`src/rtl/evc_pkg.sv`:
```
package evc_pkg;
    localparam int unsigned REG_AW = 2;

    localparam logic [REG_AW-1:0] A_CTRL = 2'd0;
    localparam logic [REG_AW-1:0] A_MODE = 2'd1;
    localparam logic [REG_AW-1:0] A_EDGE = 2'd2;
    localparam logic [REG_AW-1:0] A_CMP  = 2'd3;

    localparam int unsigned MODE_W = 3;
    localparam logic [MODE_W-1:0] MODE_EVENT = 3'b001;

    typedef enum logic [1:0] {
        ESEL_NONE = 2'b00,
        ESEL_RISE = 2'b01,
        ESEL_FALL = 2'b10,
        ESEL_BOTH = 2'b11
    } esel_e;
endpackage

```
`src/rtl/evc_sync.sv`:
```
module evc_sync #(
    parameter int unsigned STAGES = 2
) (
    input  logic clk,
    input  logic rst_n,
    input  logic d_i,
    output logic q_o
);
    typedef struct packed {
        logic [STAGES-1:0] chain;
    } sync_st_t;

    sync_st_t st_d, st_q;

    always_comb begin
        st_d.chain[0] = d_i;
        for (int i = 1; i < STAGES; i++) begin
            st_d.chain[i] = st_q.chain[i-1];
        end
    end

    always_ff @(posedge clk or negedge rst_n) begin
        if (!rst_n) st_q <= '0;
        else        st_q <= st_d;
    end

    assign q_o = st_q.chain[STAGES-1];
endmodule

```
`src/rtl/evc_edge.sv`:
```
module evc_edge
    import evc_pkg::*;
(
    input  logic  clk,
    input  logic  rst_n,
    input  logic  lvl_i,
    input  esel_e esel_i,
    output logic  hit_o
);
    typedef struct packed {
        logic prev;
    } edge_st_t;

    edge_st_t st_d, st_q;
    logic rise, fall;

    always_comb begin
        st_d.prev = lvl_i;
        rise      = lvl_i & ~st_q.prev;
        fall      = ~lvl_i & st_q.prev;
        unique case (esel_i)
            ESEL_RISE: hit_o = rise;
            ESEL_FALL: hit_o = fall;
            ESEL_BOTH: hit_o = rise | fall;
            default:   hit_o = 1'b0;
        endcase
    end

    always_ff @(posedge clk or negedge rst_n) begin
        if (!rst_n) st_q <= '0;
        else        st_q <= st_d;
    end
endmodule

```
`src/rtl/evc_regs.sv`:
```
module evc_regs
    import evc_pkg::*;
#(
    parameter int unsigned DW = 16
) (
    input  logic              clk,
    input  logic              rst_n,
    input  logic              wr_en_i,
    input  logic [REG_AW-1:0] wr_addr_i,
    input  logic [DW-1:0]     wr_data_i,
    output logic              en_o,
    output logic              stop_o,
    output logic              load_o,
    output logic [MODE_W-1:0] mode_o,
    output esel_e             esel_o,
    output logic [DW-1:0]     cmp_o
);
    typedef struct packed {
        logic              en;
        logic [MODE_W-1:0] mode;
        esel_e             esel;
        logic [DW-1:0]     cmp;
    } reg_st_t;

    reg_st_t st_d, st_q;
    logic    ctrl_wr;

    always_comb begin
        st_d    = st_q;
        ctrl_wr = wr_en_i && (wr_addr_i == A_CTRL);
        if (wr_en_i) begin
            unique case (wr_addr_i)
                A_CTRL: st_d.en   = wr_data_i[0];
                A_MODE: st_d.mode = wr_data_i[MODE_W-1:0];
                A_EDGE: st_d.esel = esel_e'(wr_data_i[1:0]);
                default: st_d.cmp = wr_data_i;
            endcase
        end
        load_o = ctrl_wr && wr_data_i[0] && !st_q.en;
        stop_o = ctrl_wr && !wr_data_i[0];
    end

    always_ff @(posedge clk or negedge rst_n) begin
        if (!rst_n) st_q <= '{en: 1'b0, mode: '0, esel: ESEL_NONE, cmp: '0};
        else        st_q <= st_d;
    end

    assign en_o   = st_q.en;
    assign mode_o = st_q.mode;
    assign esel_o = st_q.esel;
    assign cmp_o  = st_q.cmp;


    load_en_chk: assert property (@(posedge clk) disable iff (!rst_n)
        load_o |=> en_o);


    cmp_wr_chk: assert property (@(posedge clk) disable iff (!rst_n)
        (wr_en_i && wr_addr_i == A_CMP) |=> (cmp_o == $past(wr_data_i)));
endmodule

```
`src/rtl/evc_core.sv`:
```
module evc_core #(
    parameter int unsigned W = 16
) (
    input  logic         clk,
    input  logic         rst_n,
    input  logic         en_i,
    input  logic         stop_i,
    input  logic         load_i,
    input  logic         run_i,
    input  logic         hit_i,
    input  logic [W-1:0] cmp_i,
    output logic [W-1:0] cnt_o,
    output logic         irq_o
);
    localparam logic [W-1:0] PARK = {W{1'b1}};

    typedef struct packed {
        logic [W-1:0] cnt;
        logic [W-1:0] cbuf;
        logic         irq;
    } core_st_t;

    core_st_t     st_d, st_q;
    logic [W-1:0] nxt;
    logic         step;

    always_comb begin
        st_d     = st_q;
        st_d.irq = 1'b0;
        step     = en_i && !stop_i && run_i && hit_i;
        nxt      = (st_q.cnt == st_q.cbuf) ? '0 : st_q.cnt + 1'b1;
        if (load_i) st_d.cbuf = cmp_i;
        if (!en_i || stop_i) begin
            st_d.cnt = PARK;
        end else if (step) begin
            st_d.cnt = nxt;
            st_d.irq = (nxt == st_q.cbuf);
        end
    end

    always_ff @(posedge clk or negedge rst_n) begin
        if (!rst_n) st_q <= '{cnt: PARK, cbuf: '0, irq: 1'b0};
        else        st_q <= st_d;
    end

    assign cnt_o = st_q.cnt;
    assign irq_o = st_q.irq;


    park_chk: assert property (@(posedge clk) disable iff (!rst_n)
        (!en_i || stop_i) |=> (cnt_o == PARK && !irq_o));


    irq_match_chk: assert property (@(posedge clk) disable iff (!rst_n)
        irq_o |-> (cnt_o == st_q.cbuf));


    buf_hold_chk: assert property (@(posedge clk) disable iff (!rst_n)
        !load_i |=> $stable(st_q.cbuf));


    cnt_step_chk: assert property (@(posedge clk) disable iff (!rst_n)
        (en_i && !stop_i && run_i && hit_i && st_q.cnt != st_q.cbuf)
            |=> (cnt_o == W'($past(st_q.cnt) + 1'b1)));


    cnt_clear_chk: assert property (@(posedge clk) disable iff (!rst_n)
        (en_i && !stop_i && run_i && hit_i && st_q.cnt == st_q.cbuf)
            |=> (cnt_o == '0));


    cnt_hold_chk: assert property (@(posedge clk) disable iff (!rst_n)
        (en_i && !stop_i && !(run_i && hit_i)) |=> ($stable(cnt_o) && !irq_o));
endmodule

```
`src/rtl/evc_top.sv`:
```
module evc_top
    import evc_pkg::*;
#(
    parameter int unsigned CNT_W       = 16,
    parameter int unsigned SYNC_STAGES = 2
) (
    input  logic              clk,
    input  logic              rst_n,
    input  logic              wr_en,
    input  logic [REG_AW-1:0] wr_addr,
    input  logic [CNT_W-1:0]  wr_data,
    input  logic              ev_in,
    output logic              irq_o,
    output logic [CNT_W-1:0]  count_o
);
    logic              ev_sync;
    logic              hit;
    logic              en, stop, load, run;
    logic [MODE_W-1:0] mode;
    esel_e             esel;
    logic [CNT_W-1:0]  cmp;

    evc_sync #(.STAGES(SYNC_STAGES)) u_sync (
        .clk(clk), .rst_n(rst_n), .d_i(ev_in), .q_o(ev_sync)
    );

    evc_edge u_edge (
        .clk(clk), .rst_n(rst_n), .lvl_i(ev_sync), .esel_i(esel), .hit_o(hit)
    );

    evc_regs #(.DW(CNT_W)) u_regs (
        .clk(clk), .rst_n(rst_n),
        .wr_en_i(wr_en), .wr_addr_i(wr_addr), .wr_data_i(wr_data),
        .en_o(en), .stop_o(stop), .load_o(load),
        .mode_o(mode), .esel_o(esel), .cmp_o(cmp)
    );

    assign run = (mode == MODE_EVENT);

    evc_core #(.W(CNT_W)) u_core (
        .clk(clk), .rst_n(rst_n),
        .en_i(en), .stop_i(stop), .load_i(load), .run_i(run),
        .hit_i(hit), .cmp_i(cmp),
        .cnt_o(count_o), .irq_o(irq_o)
    );
endmodule

```
`config.mk`:
```
export PLATFORM = sky130hd
export DESIGN_NAME = evc_top
export DESIGN_NICKNAME = d
export VERILOG_FILES = /design/src/rtl/evc_pkg.sv /design/src/rtl/evc_sync.sv /design/src/rtl/evc_edge.sv /design/src/rtl/evc_regs.sv /design/src/rtl/evc_core.sv /design/src/rtl/evc_top.sv
export SDC_FILE = /design/constraint.sdc
export NUM_CORES = 1
export LEC_CHECK = 0
export BUFFER_PORTS_ARGS = -buffer_cell sky130_fd_sc_hd__buf_2
export CAP_MARGIN = 20
export CORE_UTILIZATION = 63
export DETAILED_ROUTE_END_ITERATION = 12
export PLACE_DENSITY_LB_ADDON = 0.15
export SYNTH_ARGS = -nofsm -noshare
export SYNTH_HDL_FRONTEND = slang
export SYNTH_SLANG_ARGS = --single-unit
```
`constraint.sdc`:
```
create_clock -name clk -period 3.61 [get_ports clk]
set_input_delay 0.1805 -clock clk [delete_from_list [all_inputs] [get_ports clk]]
set_output_delay 0.1805 -clock clk [all_outputs]
set_load 0.05 [all_outputs]
```
Yosys cells after proc, flatten, opt, wreduce, memory -nomap -nowiden
Index checks and enable logic that the tools add are counted.
{"block": "op_classes", "addsub": 1, "eq_ne": 8, "muxes": 6, "bitwise_logic": 6, "reduce_logical": 18}
{"cell": "16-bit 2-to-1 mux", "n": 3}
{"cell": "16-bit == test", "n": 2}
{"cell": "16-bit by 1-bit adder with 16-bit output (second input constant)", "n": 1}
{"cell": "2-bit AND reduction", "n": 4}
{"cell": "1-bit logical AND", "n": 7}
{"cell": "2-bit == test (second input constant)", "n": 3}
{"cell": "2-bit by 1-bit == test with 1-bit output (second input constant)", "n": 2}
{"cell": "3-bit by 1-bit == test with 1-bit output (second input constant)", "n": 1}
{"cell": "1-bit logical NOT", "n": 3}
{"cell": "1-bit NOT", "n": 3}
{"cell": "1-bit case mux with 3 select lines", "n": 1}
{"cell": "3-bit OR reduction", "n": 1}
{"cell": "1-bit AND", "n": 2}
{"cell": "2-bit logical NOT", "n": 1}
{"cell": "1-bit 2-to-1 mux", "n": 2}
{"cell": "2-bit nonzero test", "n": 1}
{"cell": "1-bit logical OR", "n": 1}
{"cell": "1-bit OR", "n": 1}
{"block": "totals", "regBits": 58, "in_bits": 22, "output_inout_bits": 17, "elab_cells": 48}

Longest topological paths before layout
{"block": "logic_depth", "ltp_word": 9, "depth_mapped": 11}

By module
A second synthesis with hierarchy kept.
{"block": "unflattened", "cells_unflattened": 336, "area_unflattened_um2": 3454.6}
{"mod": "evc_core", "n_inst": 1, "cells_each": 272, "area_per_inst_um2": 2439.8, "seq_area_each_um2": 845.8}
{"mod": "evc_regs", "n_inst": 1, "cells_each": 51, "area_per_inst_um2": 868.3, "seq_area_each_um2": 550.5}
{"mod": "evc_edge", "n_inst": 1, "cells_each": 10, "area_per_inst_um2": 83.8, "seq_area_each_um2": 25.0}
{"mod": "evc_sync", "n_inst": 1, "cells_each": 2, "area_per_inst_um2": 50.0, "seq_area_each_um2": 50.0}
{"mod": "evc_top", "n_inst": 1, "cells_each": 1, "area_per_inst_um2": 12.5, "seq_area_each_um2": 0.0}

Worst setup path before layout
OpenSTA, ideal clock, no wires.
{"block": "synth_timing", "path_type": "register to register", "from": "register u_core.st_q, in the netlist u_core.cnt_o[7]", "to": "register u_core.st_q, in the netlist u_core.irq_o", "setup_ns": 0.068, "arrival_ns": 2.407, "required_ns": 3.542, "setup_slack_ns": 1.135, "path_stages_with_launch": 9, "path_buffers": 1, "path_cell_list": "dfstp_2 -> buf_2 -> nand3_1 -> or4_1 -> xnor2_1 -> or4_1 -> nand3_1 -> o211ai_1 -> and4b_1"}
{"element": "start: declaration", "line_no": "evc_core.sv:23", "rtl": "core_st_t st_d, st_q;"}
{"element": "start signal: assignment", "line_no": "evc_core.sv:42", "rtl": "if (!rst_n) st_q <= '{cnt: PARK, cbuf: '0, irq: 1'b0};"}
{"element": "start signal: assignment", "line_no": "evc_core.sv:43", "rtl": "else st_q <= st_d;"}

==> impl_results.md <==
* Clock slew at reported path FFs at 0.06 ns
* Initial antenna violation count at 0
* Final nets at 382
* Slew Viols, Final at 0
* Met3 usage in global routing at 6.310%
* Starting Density at 67.21%
* PortBufs at 38
* Commonest non-fill, non-tap cell in the layout: dfrtp_1
* CTS tree: built
* Placer Congestion at 0.8828
* Detailed-route wire length at 7.315 mm
* Worst-path fanout max at 11
* Commonest non-fill, non-tap cells in the layout: dfrtp_1 (42), mux2_2 (38), buf_2 (38), xnor2_1 (23), o21ai_0 (21)
* FF+latch count, synth at 58
* Type of origin of the critical path: register
* Setup ws final at 0.7238 ns
* Cells after synthesis at 340
* Worst Hold Slack at 0.07210 ns
* Static Leak at 1.694 nW
* Worst r2r dst: u_core.irq_o
* Worst Hold End: u_regs.cmp_o[14]
* Req. time, crit path at 3.88 ns
* Resized Gates After CTS at 0
* Iter 0 DRT Violations at 240
* Worst Path Class, Setup: register to register
* Post-CTS Hold Buffers at 2
* Dpl ws at 0.7565 ns
* Number of diodes at 0
* Worst-Margin Slew at 0.8185 ns
* Hpwl dp at 5.247 mm
* Post-Route Setup TNS at 0 ns
* Crit path cell chain: ha_1, nand4_1, nor4_1, xor2_1, nor4b_1, o21bai_1, a2111oi_2, and4b_1
* Post-synth top flop: dfrtp_1
* Post-synthesis sequential area ratio at 41.54%
* Simple-gate share of the synthesized area at 15.12%
* Final period utilization at 79.95%
* Final clock skew at 0.009817 ns
* Core ar. at 0.005270 sq mm
* Vias per cell at 6.233
* I/O Pins at 39
* Max-cap viol count at 0
* Post-synth EDFFs at 0
* Hold Vio Cnt, Final at 0
* Compound-Gate Fraction of Synth Area at 12.68%
* Post CTS Setup Buffer Count at 0
* Reg2reg start: u_core.cnt_o[0]
* Clock Root Buffer: clkbuf_8
* Post-synthesis xor/xnor area fraction at 9.184%
* Hold path startpoint: wr_data[14]
* # DRC at 0
* Dpl cells at 414
* Core Util, Final at 72.41%
* Grt ovf at 0
* Tmin final at 2.886 ns
* WHS Path Cells at 2
* Dpl cell area at 0.003623 sq mm
* Slew headroom at 45.14%
* Yosys cell types at 58
* Pwr Total at 2.267 mW
* Mux contribution to synthesized area at 12.36%
* CP max stage delay at 0.63 ns
* Syn. warnings at 0
* Largest net degree at the start of global routing at 36
* CTS Buf Count at 9
* Outcome: finished, final reports clean
* Post-Layout Inst Area at 0.003816 sq mm
* Vias in the first global route at 2557
* TritonRoute pass-1 iters at 5
* Die Area at 0.005927 sq mm
* GRT Total Usage at 27.58%
* Global Route met2 Usage at 44.64%
* First-pass GRT wire length at 12.59 mm
* Area grow syn2layout at 7.736%
* Clk sinks at 58
* GR peak layer: met2
* Number of cell rows at 26
* Syn Std Cell Area at 0.003542 sq mm
* Die Span X at 76.99 microns
* Worst IR Drop VDD at 0.3509 mV
* CTS Buffer Depth at 2
* Clock H-tree levels at 3
* FFs w/ async S/R, synth at 100.0%
* PD cells at 594.0 mW/mm^2
* Fin cells at 430
* Syn avg cell area at 10.42 sq um
* Clk_lat worst skew at 0.34 ns
* Critical path endpoint category: register
* Reg2Reg Setup Slack at 0.72 ns
* CP arrival at 3.16 ns
* Adder-cell share of the synthesized area at 1.060%
* Slowest stage cell, crit path: dfstp_2
* Routing usage on met1 at 35.39%
* Layout cell share with drive strength beyond 1 at 32.78%
* DR WL/cell at 17.01 microns
* Syn_nets at 365
* Routed Antenna Nets at 0
* Die H at 76.99 microns
* Hold Path Class: primary input to register
* Via count at 2680
* Max Fclk at 346.5 MHz
* R2R cell count at 8
* Setup violators final at 0
* Largest family of logic cells by synthesized area: simple AND/OR/NAND/NOR gates
* RSZ-0062 raised after global routing: no
-- worst max path at each step --
stage | start | to | slack, ns | depth (start not counted)
6_report | u_core.cnt_o[0] | u_core.irq_o | 0.72 | 8
5_1_grt | u_core.cnt_o[0] | u_core.irq_o | 0.47 | 8
4_1_cts | u_core.cnt_o[0] | u_core.irq_o | 0.74 | 8
3_5_place_dp | u_core.cnt_o[0] | u_core.irq_o | 0.76 | 8
3_3_place_gp | u_core.cnt_o[0] | u_core.irq_o | 0.84 | 8
2_1_floorplan | u_core.cnt_o[7] | u_core.irq_o | 1.14 | 8
-- cell families after synthesis --
logic type / after synthesis
AO/OA/AOI/OAI: 65
AND/OR/NAND/NOR: 89
buffers and inverters: 52
XOR/XNOR: 34
flip-flops: 58
adder cells (fa/ha/maj): 3
multiplexers: 39
-- power by group --
part | total [mW] | switching (mW) | internal [mW]
Clock | 0.549 | 0.242 | 0.307
Combinational | 0.775 | 0.400 | 0.376
Sequential | 0.942 | 0.162 | 0.780
Total | 2.27 | 0.804 | 1.46
-- synth_stat cells, drive strengths merged (2+ instances only) --
master,instances,area (sq um)
nor3b,2,15.01
nor4b,3,26.28
nand3,10,50.05
nand3b,3,22.52
nor4,5,61.31
xnor3,2,45.04
dfrtp,42,1051
xor2,9,78.83
nand4,9,56.30
or4,5,41.29
nor2b,4,25.02
inv,14,52.55
a2111oi,2,23.77
o211a,5,50.05
dfstp,16,420.4
clkbuf,9,35.03
nand2b,3,18.77
o21bai,2,15.01
nand4b,2,17.52
nor3,4,25.02
xnor2,23,201.4
buf,29,197.7
o21ai,22,110.1
a21oi,11,58.81
mux2,38,427.9
o21a,3,22.52
nand2,14,52.55
a221o,6,60.06
o211ai,3,22.52
ha,3,37.54
a31oi,3,18.77
nor2,17,63.81
-- sequential cells by signal, indices dropped and copies added (netlist names) --
signal / flops
u_sync.st_q: 2
u_edge.st_q: 1
u_regs.esel_o: 2
u_core.st_q: 16
u_core.cnt_o: 16
u_core.irq_o: 1
u_regs.cmp_o: 16
u_regs.en_o: 1
u_regs.mode_o: 3
-- critical path: cells and delay by family (launching register included) --
family / cells / cell delay (ns)
AOI/OAI and AO/OA: 2 / 0.48
xor gates and xnor gates: 1 / 0.19
adders and majority gates: 1 / 0.28
and+or+nand+nor: 4 / 1.24
DFF: 1 / 0.63
-- layout make-up --
class / count / area (sq um)
sequential: 58 / 1471
clock buffer: 10 / 127.6
clock inverter: 4 / 45.04
multi-input combinational: 230 / 1792
timing repair buffer: 44 / 240.2
tap: 70 / 87.58
inverter: 14 / 52.55
fill: 401 / 1454
-- layer usage --
| metal | routed length, microns | vias to the layer above |
|---|---|---|
| met5 | 0 | - |
| met2 | 3571 | 104 |
| met3 | 355 | 16 |
| li1 | - | 1243 |
| met1 | 3220 | 1317 |
| met4 | 167 | 0 |
(Power assumes the default switching activity.)
